### config.mk
export PLATFORM = sky130hd
export DESIGN_NAME = sflash_seq
export DESIGN_NICKNAME = d
export VERILOG_FILES = /design/src/rtl/sflash_seq.sv
export SDC_FILE = /design/constraint.sdc
export NUM_CORES = 1
export LEC_CHECK = 0
export BUFFER_PORTS_ARGS = -buffer_cell sky130_fd_sc_hd__clkbuf_2
export CAP_MARGIN = 20
export CORE_ASPECT_RATIO = 0.5
export CORE_MARGIN = 2
export CORE_UTILIZATION = 39
export DETAILED_ROUTE_END_ITERATION = 10
export HOLD_SLACK_MARGIN = 0.05
export PLACE_DENSITY = 0.62
export RECOVER_POWER = 50
export SETUP_SLACK_MARGIN = 0.5
export SYNTH_ARGS = -nofsm -noshare
export SYNTH_HDL_FRONTEND = slang
export SYNTH_SLANG_ARGS = --single-unit
export TNS_END_PERCENT = 50
### constraint.sdc
create_clock -name clk -period 2.6 [get_ports clk]
set_clock_uncertainty 0.05 [all_clocks]
set_input_delay 0.39 -clock clk [delete_from_list [all_inputs] [get_ports clk]]
set_output_delay 0.39 -clock clk [all_outputs]
set_load 0.1 [all_outputs]
### src/rtl/sflash_seq.sv
`timescale 1ns/1ps
module sflash_seq #(
  parameter int NCS = 8,
  parameter int AW  = 3
) (
  input  logic           clk,
  input  logic           rst_n,
  input  logic           tick,
  input  logic           bus_we,
  input  logic [AW-1:0]  bus_addr,
  input  logic [31:0]    bus_wdata,
  output logic [31:0]    bus_rdata,
  output logic [NCS-1:0] cs_n,
  output logic           sck,
  output logic           mosi,
  input  logic           miso,
  output logic           hold_n,
  output logic           wp_n
);
  localparam int CSW = (NCS > 1) ? $clog2(NCS) : 1;
  localparam logic [AW-1:0] A_CMD = AW'(0), A_ADR = AW'(1), A_DAT = AW'(2),
                            A_STA = AW'(3), A_IO = AW'(4), A_CFG = AW'(5);

  typedef enum logic [2:0] {PH_OP, PH_ADR, PH_DUM, PH_DAT, PH_END} ph_t;

  logic [31:0]    cmd_q, data_q;
  logic [23:0]    addr_q;
  logic [3:0]     size_q, bcnt;
  logic [1:0]     io_q;
  logic [2:0]     bitc;
  logic [7:0]     rx_sh;
  logic [CSW-1:0] sel;
  logic           err_q, busy, held, sck_q;
  ph_t            ph;

  function automatic logic [1:0] cl_a(logic [2:0] v);
    return (v > 3'd3) ? 2'd3 : v[1:0];
  endfunction
  function automatic logic [2:0] cl_d(logic [2:0] v);
    return (v > 3'd4) ? 3'd4 : v;
  endfunction
  function automatic ph_t first_from(ph_t p, logic [1:0] a, logic [3:0] d, logic [2:0] n);
    ph_t r = PH_END;
    if (p <= PH_DAT && n != 0) r = PH_DAT;
    if (p <= PH_DUM && d != 0) r = PH_DUM;
    if (p <= PH_ADR && a != 0) r = PH_ADR;
    if (p == PH_OP) r = PH_OP;
    return r;
  endfunction

  wire [1:0] alen = cl_a(cmd_q[22:20]);
  wire [3:0] dum  = cmd_q[19:16];
  wire [2:0] dlen = cl_d(cmd_q[11:9]);
  wire       dir  = cmd_q[8];
  wire       keep = cmd_q[15];

  wire start  = bus_we && bus_addr == A_CMD && !busy;
  wire cmd_rj = bus_we && bus_addr == A_CMD && busy;

  logic [3:0] ph_cnt;
  always_comb
    case (ph)
      PH_OP:   ph_cnt = 4'd1;
      PH_ADR:  ph_cnt = {2'b0, alen};
      PH_DUM:  ph_cnt = dum;
      PH_DAT:  ph_cnt = {1'b0, dlen};
      default: ph_cnt = 4'd0;
    endcase

  logic [23:0] amask;
  always_comb
    case (size_q)
      4'd1:    amask = 24'h0000FF;
      4'd2:    amask = 24'h00FFFF;
      default: amask = 24'hFFFFFF;
    endcase

  wire [31:0] am    = {8'd0, addr_q & amask};
  wire [1:0]  ai    = 2'(alen - 2'd1 - bcnt[1:0]);
  wire [7:0]  adr_b = am[{ai, 3'b000} +: 8];
  wire [7:0]  dat_b = data_q[{bcnt[1:0], 3'b000} +: 8];

  logic [7:0] tx_byte;
  always_comb
    case (ph)
      PH_OP:   tx_byte = cmd_q[7:0];
      PH_ADR:  tx_byte = adr_b;
      PH_DAT:  tx_byte = dir ? dat_b : 8'd0;
      default: tx_byte = 8'd0;
    endcase

  always_ff @(posedge clk or negedge rst_n)
    if (!rst_n) begin
      cmd_q <= '0; data_q <= '0; addr_q <= '0; busy <= 1'b0; held <= 1'b0;
      sel <= '0; ph <= PH_END; bcnt <= '0; bitc <= '0; sck_q <= 1'b0; rx_sh <= '0;
    end else if (start) begin
      cmd_q <= bus_wdata;
      busy  <= 1'b1;
      held  <= 1'b1;
      sel   <= bus_wdata[24 +: CSW];
      ph    <= first_from(held ? PH_ADR : PH_OP, cl_a(bus_wdata[22:20]),
                          bus_wdata[19:16], cl_d(bus_wdata[11:9]));
      bcnt  <= '0;
      bitc  <= '0;
      sck_q <= 1'b0;
    end else if (busy) begin
      if (ph == PH_END) begin
        busy <= 1'b0;
        if (!keep) held <= 1'b0;
      end else if (tick) begin
        if (!sck_q) begin
          sck_q <= 1'b1;
          rx_sh <= {rx_sh[6:0], miso};
        end else begin
          sck_q <= 1'b0;
          bitc  <= bitc + 3'd1;
          if (bitc == 3'd7) begin
            if (ph == PH_DAT && !dir) data_q[{bcnt[1:0], 3'b000} +: 8] <= rx_sh;
            if (bcnt + 4'd1 == ph_cnt) begin
              bcnt <= '0;
              ph   <= first_from(ph_t'(3'(ph) + 3'd1), alen, dum, dlen);
            end else bcnt <= bcnt + 4'd1;
          end
        end
      end
    end else if (bus_we && bus_addr == A_DAT) data_q <= bus_wdata;
    else if (bus_we && bus_addr == A_ADR) addr_q <= bus_wdata[23:0];

  always_ff @(posedge clk or negedge rst_n)
    if (!rst_n) begin
      err_q <= 1'b0; io_q <= 2'b00; size_q <= 4'd3;
    end else begin
      if (cmd_rj) err_q <= 1'b1;
      else if (bus_we && bus_addr == A_STA && bus_wdata[29]) err_q <= 1'b0;
      if (bus_we && bus_addr == A_IO)  io_q   <= bus_wdata[3:2];
      if (bus_we && bus_addr == A_CFG) size_q <= bus_wdata[27:24];
    end

  for (genvar g = 0; g < NCS; g++) begin : g_cs
    assign cs_n[g] = !(held && sel == CSW'(g));
  end

  assign sck    = sck_q;
  assign mosi   = busy && tx_byte[3'd7 - bitc];
  assign hold_n = io_q[1];
  assign wp_n   = io_q[0];

  always_comb
    case (bus_addr)
      A_CMD:   bus_rdata = cmd_q;
      A_ADR:   bus_rdata = {8'd0, addr_q};
      A_DAT:   bus_rdata = data_q;
      A_STA:   bus_rdata = {2'b00, err_q, 6'd0, busy, 22'd0};
      A_IO:    bus_rdata = {28'd0, io_q, 2'b00};
      A_CFG:   bus_rdata = {4'd0, size_q, 24'd0};
      default: bus_rdata = 32'd0;
    endcase

  p_pend_held_r1: assert property (@(posedge clk) disable iff (!rst_n) busy |-> held);
  p_idle_sck_r8: assert property (@(posedge clk) disable iff (!rst_n) !busy |-> !sck_q);
  p_sck_tick_r2: assert property (@(posedge clk) disable iff (!rst_n) !$past(tick) |-> $stable(sck_q));
  p_reject_err_r7: assert property (@(posedge clk) disable iff (!rst_n) cmd_rj |=> err_q);
  p_release_r5: assert property (@(posedge clk) disable iff (!rst_n) ($fell(busy) && !keep) |-> &cs_n);
  p_keep_r5: assert property (@(posedge clk) disable iff (!rst_n) ($fell(busy) && keep) |-> !(&cs_n));
  p_cs_one_r5: assert property (@(posedge clk) disable iff (!rst_n) $onehot0(~cs_n));
endmodule

==> results.ini, run 1 <==
[power_and_ir_drop]
cellPowerDensity_nw_per_um2 = 1100
power.leakage_nw = 4.32
irDropWorstVdd_mv = 0.573

[detailed_routing]
post_drt_wl_per_cell_um = 24.0
detail_route.drc_violations = 0
via_per_inst = 5.88
1st_pass_router_iterations = 5
drt_iter0_markers = 573
routed-via-count = 6228
final_routed_wirelength_mm = 25.4
drt.antenna.violating_nets = 0

[place]
port-buffer-count = 83
placed_cells_incl_taps = 1011
dp_wirelength_mm = 18.5
place_congestion = 0.926

[synth]
synth_area_leaders = sky130_fd_sc_hd__dfrtp_1 41%, sky130_fd_sc_hd__mux2_2 14%, sky130_fd_sc_hd__mux2i_1 7.0%
synth_seq_cells = 116
dominant_synthesized_flop_cell = sky130_fd_sc_hd__dfrtp_1
synth_largest_area_cell = sky130_fd_sc_hd__dfrtp_1
yosysWarnings = 0
post_synth_num_cell_types = 67
postSynthCellCount = 662
syn-mean-instance-area_um2 = 10.4
number_of_enable_flip_flop_cells_after_synthesis = 0
ys_seq_area_share_pct = 42.2
synth_largest_type_area_fraction_pct = 41.0
synth.cell_area_um2 = 6890
synth_nets = 715
postSynth.asyncResetShare_pct = 100

[clocking]
clock_insertion_delay_worst_skew_ps = 420
maximum_clock_path_buffer_count = 2
total_cts_buffers = 17
cts_num_sinks = 116
cts.root.buffer_cell = sky130_fd_sc_hd__clkbuf_16
htreeDepth = 4
tritoncts = yes
clk_pin_slew_worst_paths_ps = 60

[finish]
final_nets = 865
insertedDiodeCount = 0
area_delta_synth_final_pct = 44.2
final-instance-count-excl-fill = 1059
finish.utilization_pct = 57.3
final_cell_mix = 110 x sky130_fd_sc_hd__dfrtp_1, 57 x sky130_fd_sc_hd__mux2_2, 50 x sky130_fd_sc_hd__buf_4
final_common_cell = sky130_fd_sc_hd__dfrtp_1
drive_gt1_share_pct = 46.2

[worst_setup_path]
crit_chain = or2_4, ha_4, xnor2_4, xor2_2, buf_6, a311o_1, a311o_1, nand4_1, a221oi_4, buf_12
cp.arrival_ps = 2800
worstSetupStartpoint = cmd_q[20]
path_buf_inv = 2
path_class = reg -> out
critical_path.startpoint_type = register
critPathRequiredTime_ps = 2160
reg2reg_launch_point = busy
critical_path.top_delay_family = compound AO/OA/AOI/OAI gates
timing.critical_path.slowest_cell_delay_ps = 380
cp_slowest_cell = sky130_fd_sc_hd__dfrtp_1
worst_setup_path_end_kind = primary output
cp_common_cell = sky130_fd_sc_hd__a311o_1
path_max_fanout = 11

[outcome]
outcome = finished, violations left
failing_checks = max-capacitance violations, max-slew violations, negative setup slack

[timing]
period_share_pct = 125
setup_repair_after_global_routing_missed_its_margin = true
fmax_mhz = 309
final.setup.worst_slack_ps = -638
post-route-min-period_ps = 3240
setup_viol = 18
finalHoldViolCount = 0
worst_slew_margin_rel_pct = -21.8
worst_margin_slew_ps = 1830
drv_slew = 32

[grt]
number_of_global_route_vias_before_repair = 6347
grt_max_degree = 44
gr-usage-all-layers_pct = 27.7
antenna_violations_before_repair = 0
wire_length_of_the_first_global_routing_pass_mm = 38.4
grt_remaining_overflow = 0

[hold_path]
hold_path.class = in -> reg
timing.hold.worst.start = miso

[floorplan]
initial_core_util_pct = 39.7
placeableCoreArea_um2 = 17400
top_level_ports = 84
floorplan.die.width_um = 192
die_height_um = 98.0
dieArea_um2 = 18800
core.rowCount = 34

[flow_run]
cap_viol_max_count = 1

[registers in the layout, indices dropped and copies added (netlist names), 3 cells and up]
| name | flops |
|---|---|
| addr_q | 24 |
| bcnt | 4 |
| bitc | 3 |
| cmd_q | 32 |
| data_q | 32 |
| ph | 3 |
| rx_sh | 8 |
| size_q | 4 |
[routing by layer]
metal | up-vias | global-route usage, % | share of wire (%)
li1 | 2742 | - | -
met1 | 3185 | 41.5 | 46
met2 | 269 | 40.1 | 43
met3 | 32 | 6.65 | 9.7
met4 | 0 | 6.99 | 1.4
met5 | - | 0 | 0
[cells in the mapped netlist (3+ instances only)]
cell / instances
sky130_fd_sc_hd__a2111oi_0: 3
sky130_fd_sc_hd__a21oi_1: 37
sky130_fd_sc_hd__a221oi_1: 3
sky130_fd_sc_hd__a22o_1: 20
sky130_fd_sc_hd__a22oi_1: 9
sky130_fd_sc_hd__a311o_1: 4
sky130_fd_sc_hd__a31oi_1: 13
sky130_fd_sc_hd__buf_1: 6
sky130_fd_sc_hd__buf_2: 10
sky130_fd_sc_hd__clkbuf_1: 16
sky130_fd_sc_hd__dfrtp_1: 113
sky130_fd_sc_hd__dfstp_2: 3
sky130_fd_sc_hd__ha_1: 13
sky130_fd_sc_hd__inv_1: 19
sky130_fd_sc_hd__mux2_2: 88
sky130_fd_sc_hd__mux2i_1: 48
sky130_fd_sc_hd__nand2_1: 42
sky130_fd_sc_hd__nand2b_1: 5
sky130_fd_sc_hd__nand3_1: 14
sky130_fd_sc_hd__nand3b_1: 5
sky130_fd_sc_hd__nand4_1: 4
sky130_fd_sc_hd__nor2_1: 73
sky130_fd_sc_hd__nor2b_1: 11
sky130_fd_sc_hd__nor3_1: 6
sky130_fd_sc_hd__o21ai_0: 26
sky130_fd_sc_hd__o21ai_2: 3
sky130_fd_sc_hd__o221ai_1: 4
sky130_fd_sc_hd__o31ai_1: 4
sky130_fd_sc_hd__xnor2_1: 5
[path summary, 6_finish.rpt]
check	slack (ps)	to	cells past startpoint
min in group asynchronous	950	cmd_q[26]	2
setup / recovery	-640	mosi	10
hold / removal	160	rx_sh[0]	2
setup reg to reg	0	cmd_q[13]	4
max in group asynchronous	270	size_q[0]	3
hold reg to reg	460	cmd_q[31]	1
[power breakdown]
group | internal (mW) | switching (mW) | leakage, nW
clock | 1.24 | 0.901 | 0.256
combinational | 2.39 | 3.25 | 2.54
sequential | 2.36 | 0.851 | 1.52
[logic make-up after synthesis]
family          after synthesis  share of synthesized area, %
buf+inv                      55                          3.45
flops                       116                          42.2
mux                         141                          22.6
xor+xnor                     10                          1.76
compound gates              144                          14.7
simple gates                183                          13.0
fa+ha+maj                    13                          2.36
[what timing repair did]
action | CTS | global route
hold endpoints to repair | 27 | 0
setup buffers | 8 | 7
setup endpoints to repair | 51 | 67
hold buffers | 1 | 0
pin swaps | 17 | 19
gates resized for setup | 58 | 55
[stage by stage]
| stage | hold WS [ps] | power (mW) | cell area (um2) | TNS, ps | setup slack (ps) |
|---|---|---|---|---|---|
| final | 156 | 11.0 | 9940 | -1360 | -638 |
| after global routing | 155 | 11.5 | 9940 | -6110 | -781 |
| after CTS | 143 | 10.6 | 9680 | -663 | -663 |
| after detailed placement | 309 | 8.19 | 8850 | -249 | -249 |
| after global placement | 307 | 8.11 | 8850 | -247 | -247 |
| after floorplan | 44.4 | 6.27 | 7270 | -585 | -585 |
[layout make-up]
type,count,area [um2]
Timing Repair Buffer,166,1660
Clock inverter,12,82.6
Fill cell,1447,7420
Tap cell,234,293
Inverter,20,80.1
Multi-Input combinational cell,491,4470
Clock buffer,20,447
Sequential cell,116,2910
No activity file was read; power rests on OpenSTA's default activity.
==> inputs of run 2 (changes only) <==
--- a/config.mk
+++ b/config.mk
@@ -12,7 +12,7 @@
 export CORE_UTILIZATION = 39
 export DETAILED_ROUTE_END_ITERATION = 10
 export HOLD_SLACK_MARGIN = 0.05
-export PLACE_DENSITY = 0.62
+export PLACE_DENSITY = 0.71
 export RECOVER_POWER = 50
 export SETUP_SLACK_MARGIN = 0.5
 export SYNTH_ARGS = -nofsm -noshare
==> run 2 against run 1 <==
Net effect:
- first-iteration DRC count grew 10%
- the flow finishes with violations (negative setup slack)
- non-clock buffer count increased by 10
- critical endpoint unchanged
- highest routed layer unchanged
- via count grew 1.4%
- global-route usage shrank 0.68 points
- hold slack gained 6.1 ps
- final cell count grew 0.94%
- core utilization rose by 0.56 points
==> results.ini, run 2 (synthesis gave the netlist of run 1 again) <==
[outcome]
outcome = finished, violations left
failing_checks = negative setup slack

[power_and_ir_drop]
internal_power_mw = 6.16
power_frac_seq_pct = 28.5
power.leakage_nw = 4.38
irDropWorstVdd_mv = 0.572
cellPowerDensity_nw_per_um2 = 1110
power.total_mw = 11.1
clkPwrFrac_pct = 21.0
switching_share_pct = 44.7
power.combinational.fraction_pct = 50.5
net-switching-power_mw = 4.98

[place]
place_congestion = 0.969
post_dp_cell_area_um2 = 8900
dp_wirelength_mm = 18.3
port-buffer-count = 83

[finish]
finish.utilization_pct = 57.8
layout_top_registers = cmd_q x32, data_q x32, addr_q x24
area_delta_synth_final_pct = 45.6
insertedDiodeCount = 0
final_cell_mix = 111 x sky130_fd_sc_hd__dfrtp_1, 65 x sky130_fd_sc_hd__mux2_2, 59 x sky130_fd_sc_hd__buf_4
multi_input_comb_area_um2 = 4440
final_area_um2 = 10000
final.fill_count = 1419
seqCellArea_um2 = 2910
final_common_cell = sky130_fd_sc_hd__dfrtp_1
drive_gt1_share_pct = 47.2
final_nets = 875

[grt]
wire_length_of_the_first_global_routing_pass_mm = 38.3
grt_max_degree = 73
number_of_global_route_vias_before_repair = 6341
grt_remaining_overflow = 0
gr-usage-all-layers_pct = 27.1
antenna_violations_before_repair = 0

[detailed_routing]
routed-via-count = 6315
drt_iter0_markers = 633
via_per_inst = 5.91
post_drt_wl_per_cell_um = 23.2
final_routed_wirelength_mm = 24.8
drt.antenna.violating_nets = 0
detail_route.drc_violations = 0
1st_pass_router_iterations = 5

[flow_run]
cap_viol_max_count = 0

[clocking]
clock_insertion_delay_worst_skew_ps = 410
tritoncts = yes
cts_num_sinks = 116
clk_pin_slew_worst_paths_ps = 60
maximum_clock_path_buffer_count = 2
htreeDepth = 4
cts.root.buffer_cell = sky130_fd_sc_hd__clkbuf_16
total_cts_buffers = 17

[timing]
setup_viol = 26
final.setup.worst_slack_ps = -658
worst_margin_slew_ps = 1350
worst_slew_margin_rel_pct = 9.97
fmax_mhz = 307
post-route-min-period_ps = 3260
period_share_pct = 125
drv_slew = 0
setup_repair_after_global_routing_missed_its_margin = true
setup_total_negative_slack_ps = -7740
finalHoldViolCount = 0

[worst_setup_path]
worstSetupStartpoint = cmd_q[20]
critical_path.startpoint_type = register
path_class = reg -> out
cp.arrival_ps = 2820
path_max_fanout = 12
reg2reg_launch_point = busy
worst_setup_path_end_kind = primary output
critPathRequiredTime_ps = 2160

[floorplan]
die_height_um = 98.0
dieArea_um2 = 18800
placeableCoreArea_um2 = 17400
initial_core_util_pct = 39.7
top_level_ports = 84
core.rowCount = 34
floorplan.die.width_um = 192

[hold_path]
hold_path.class = in -> reg
timing.hold.worst.start = miso

-- run 2: power groups by stage --
| stage | Sequential, mW | Combinational, mW | Clock (mW) |
|---|---|---|---|
| finish | 3.18 | 5.62 | 2.34 |
| global route | 3.22 | 5.95 | 2.43 |
| CTS | 3.12 | 5.33 | 2.35 |
| detailed placement | 3.14 | 5.09 | 0 |
| global placement | 3.12 | 5.00 | 0 |
| floorplan | 2.87 | 3.40 | 0 |
-- run 2: stage by stage --
step                      std cells  worst slack, ps  hold slack (ps)
after global placement         1018             -282              253
after detailed placement       1018             -261              257
after floorplan                 662             -585             44.4
after CTS                      1061             -697              160
after global routing           1069             -804              174
final                          1069             -658              162
-- run 2: cell type report --
type | count | area share (%)
inverters | 20 | 0.823
flip-flops and latches | 116 | 29.0
clock buffers | 18 | 4.28
well taps | 234 | 2.92
repair buffers | 176 | 17.2
multi-input cells | 491 | 44.3
clock inverters | 14 | 1.55
-- run 2: final timing paths --
path | to | slack [ps] | depth (start not counted)
max | mosi | -660 | 10
min | rx_sh[0] | 160 | 2
max reg2reg | ph[1] | -70 | 4
min reg2reg | cmd_q[28] | 460 | 1
max in group asynchronous | data_q[17] | 430 | 3
min in group asynchronous | busy | 750 | 2
-- run 2: repair_timing --
action,in CTS,in global routing
setup endpoints to repair,69,73
resized for setup,64,45
cloned,0,1
setup buffers,10,7
hold endpoints to repair,20,0
hold buffers,1,0
pin swaps,18,20
-- run 2: per-layer routing --
metal	GRT usage (%)	up-vias	routed length, um
li1	-	2762	-
met1	39.9	3204	11200
met2	40.8	308	11100
met3	5.54	41	2250
met4	6.40	0	355
met5	0	-	0
-- run 2: critical path, stage by stage (launching register included) --
cell and delay, ps:
sky130_fd_sc_hd__dfrtp_1 380, sky130_fd_sc_hd__or2_4 260, sky130_fd_sc_hd__ha_4 180, sky130_fd_sc_hd__xnor2_4 200
sky130_fd_sc_hd__xor2_2 160, sky130_fd_sc_hd__buf_6 170, sky130_fd_sc_hd__a311o_1 190, sky130_fd_sc_hd__a311o_1 110
sky130_fd_sc_hd__nand4_1 160, sky130_fd_sc_hd__a221oi_4 370, sky130_fd_sc_hd__buf_12 220
==> inputs of run 3 (changes only) <==
--- a/config.mk
+++ b/config.mk
@@ -9,11 +9,11 @@
 export CAP_MARGIN = 20
 export CORE_ASPECT_RATIO = 0.5
 export CORE_MARGIN = 2
-export CORE_UTILIZATION = 39
+export CORE_UTILIZATION = 53
 export DETAILED_ROUTE_END_ITERATION = 10
 export HOLD_SLACK_MARGIN = 0.05
-export PLACE_DENSITY = 0.71
-export RECOVER_POWER = 50
+export PLACE_DENSITY = 0.89
+export RECOVER_POWER = 100
 export SETUP_SLACK_MARGIN = 0.5
 export SYNTH_ARGS = -nofsm -noshare
 export SYNTH_HDL_FRONTEND = slang
==> run 3 against run 2 <==
Net effect:
- core utilization increased by 20 points
- global-route usage grew 14 points
- power increased by 2.0%
- largest power group unchanged
- largest cell class unchanged
- critical path depth unchanged
- the flow still finishes with violations (negative setup slack)
- sequential share of layout area rose by 0.71 points
- routed wire length rose by 15%
- hold slack gained 1.9 ps
- clock power is essentially flat
==> results.ini, run 3 (synthesis gave the netlist of run 1 again) <==
[detailed_routing]
drt.antenna.violating_nets = 0
1st_pass_router_iterations = 7
drt_iter0_markers = 813
final_routed_wirelength_mm = 28.5
routed-via-count = 6914
post_drt_wl_per_cell_um = 28.5
detail_route.drc_violations = 0
via_per_inst = 6.89

[finish]
finish.utilization_pct = 77.5
final_cell_mix = 108 x sky130_fd_sc_hd__dfrtp_1, 64 x sky130_fd_sc_hd__mux2_2, 53 x sky130_fd_sc_hd__buf_4
final.fill_count = 703
final-instance-count-excl-fill = 1003
final_nets = 873
final_area_um2 = 9810
final_common_cell = sky130_fd_sc_hd__dfrtp_1
insertedDiodeCount = 0
area_delta_synth_final_pct = 42.3
drive_gt1_share_pct = 46.2
layout_top_registers = cmd_q x32, data_q x32, addr_q x24

[timing]
finalHoldViolCount = 0
fmax_mhz = 300
drv_slew = 0
period_share_pct = 128
setup_repair_after_global_routing_missed_its_margin = true
post-route-min-period_ps = 3330
worst_margin_slew_ps = 1270
final.setup.worst_slack_ps = -730
worst_slew_margin_rel_pct = 15.8
setup_viol = 61

[clocking]
tritoncts = yes
cts_num_sinks = 116
total_cts_buffers = 17
htreeDepth = 4
cts.root.buffer_cell = sky130_fd_sc_hd__clkbuf_16
clk_pin_slew_worst_paths_ps = 60
maximum_clock_path_buffer_count = 2
clock_insertion_delay_worst_skew_ps = 430

[worst_setup_path]
critical_path.startpoint_type = register
cp_slowest_cell = sky130_fd_sc_hd__dfrtp_1
cp_common_cell = sky130_fd_sc_hd__a311o_1
path_max_fanout = 12
cp.arrival_ps = 2890
path_class = reg -> out
timing.critical_path.slowest_cell_delay_ps = 390
crit_chain = or2_4, ha_4, xnor2_4, xor2_2, buf_6, a311o_1, a311o_1, nand4_1, a221oi_4, buf_12
worst_setup_path_end_kind = primary output
critPathRequiredTime_ps = 2160

[grt]
number_of_global_route_vias_before_repair = 6798
gr-usage-all-layers_pct = 40.7
grt_max_degree = 70
wire_length_of_the_first_global_routing_pass_mm = 41.5
grt_remaining_overflow = 0
antenna_violations_before_repair = 0

[place]
port-buffer-count = 83
post_dp_cell_area_um2 = 8780
dp_wirelength_mm = 18.2
placed_cells_incl_taps = 947
place_congestion = 1.02

[power_and_ir_drop]
power_frac_seq_pct = 28.5
internal_power_mw = 6.02
clkPwrFrac_pct = 20.9
net-switching-power_mw = 5.34
cellPowerDensity_nw_per_um2 = 1160
power.combinational.fraction_pct = 50.7
power.total_mw = 11.4
irDropWorstVdd_mv = 0.646
switching_share_pct = 47.0
power.leakage_nw = 4.31

[outcome]
outcome = finished, violations left
failing_checks = negative setup slack

[floorplan]
placeableCoreArea_um2 = 12700
top_level_ports = 84
floorplan.die.width_um = 165
die_height_um = 84.6
dieArea_um2 = 14000
core.rowCount = 29
initial_core_util_pct = 54.4

[hold_path]
hold_path.class = in -> reg

[flow_run]
cap_viol_max_count = 0

[run 3: critical path, delay by kind of cell (launching register included)]
kind / cells / cell delay [ps]
XOR/XNOR: 2 / 380
AND/OR/NAND/NOR: 2 / 460
AO/OA/AOI/OAI: 3 / 660
adder cells (fa/ha/maj): 1 / 180
buffers and inverters: 2 / 380
flip-flops: 1 / 390
[run 3: power by group through the flow]
stage	registers (mW)	logic, mW	clock network (mW)
6_report	3.24	5.76	2.37
5_1_grt	3.24	5.99	2.44
4_1_cts	3.09	5.44	2.35
3_5_place_dp	3.11	5.09	0
3_3_place_gp	3.09	4.97	0
2_1_floorplan	2.87	3.40	0
[run 3: per-stage QoR]
stage / worst slack [ps] / hold slack (ps) / TNS [ps]
finish: -730 / 164 / -7520
floorplan: -585 / 44.4 / -585
global placement: -232 / 228 / -309
global route: -793 / 163 / -21650
detailed placement: -269 / 229 / -269
CTS: -694 / 169 / -694
[run 3: repair_timing]
item / in CTS / in global routing
endpoints found under the setup margin: 67 / 68
hold buffers: 1 / 0
resized for setup: 74 / 33
cloned: 0 / 1
pin swaps: 23 / 15
setup buffers: 18 / 4
hold endpoints to repair: 16 / 0
[run 3: metal layers]
layer,share of wire (%),vias up,track usage (%)
met2,43,669,60.5
met5,0,-,0
met4,5.6,0,15.6
li1,-,2759,-
met3,15,176,17.7
met1,37,3310,52.9
[run 3: final timing paths]
path | slack (ps) | to | depth (start not counted) | from
max | -730 | mosi | 10 | cmd_q[20]
min | 160 | cmd_q[26] | 2 | bus_wdata[26]
max reg2reg | -320 | ph[1] | 7 | busy
min reg2reg | 460 | cmd_q[31] | 1 | cmd_q[31]
max in group asynchronous | 190 | data_q[17] | 3 | rst_n
min in group asynchronous | 650 | held | 2 | rst_n
[run 3: area by class of cell]
| type | instances | area [um2] | share of cell area [%] |
|---|---|---|---|
| clock buffers | 17 | 425 | 4.34 |
| repair buffers | 174 | 1660 | 16.9 |
| multi-input cells | 491 | 4370 | 44.5 |
| well taps | 170 | 213 | 2.17 |
| clock inverters | 15 | 148 | 1.51 |
| inverters | 20 | 82.6 | 0.842 |
| flip-flops and latches | 116 | 2910 | 29.7 |
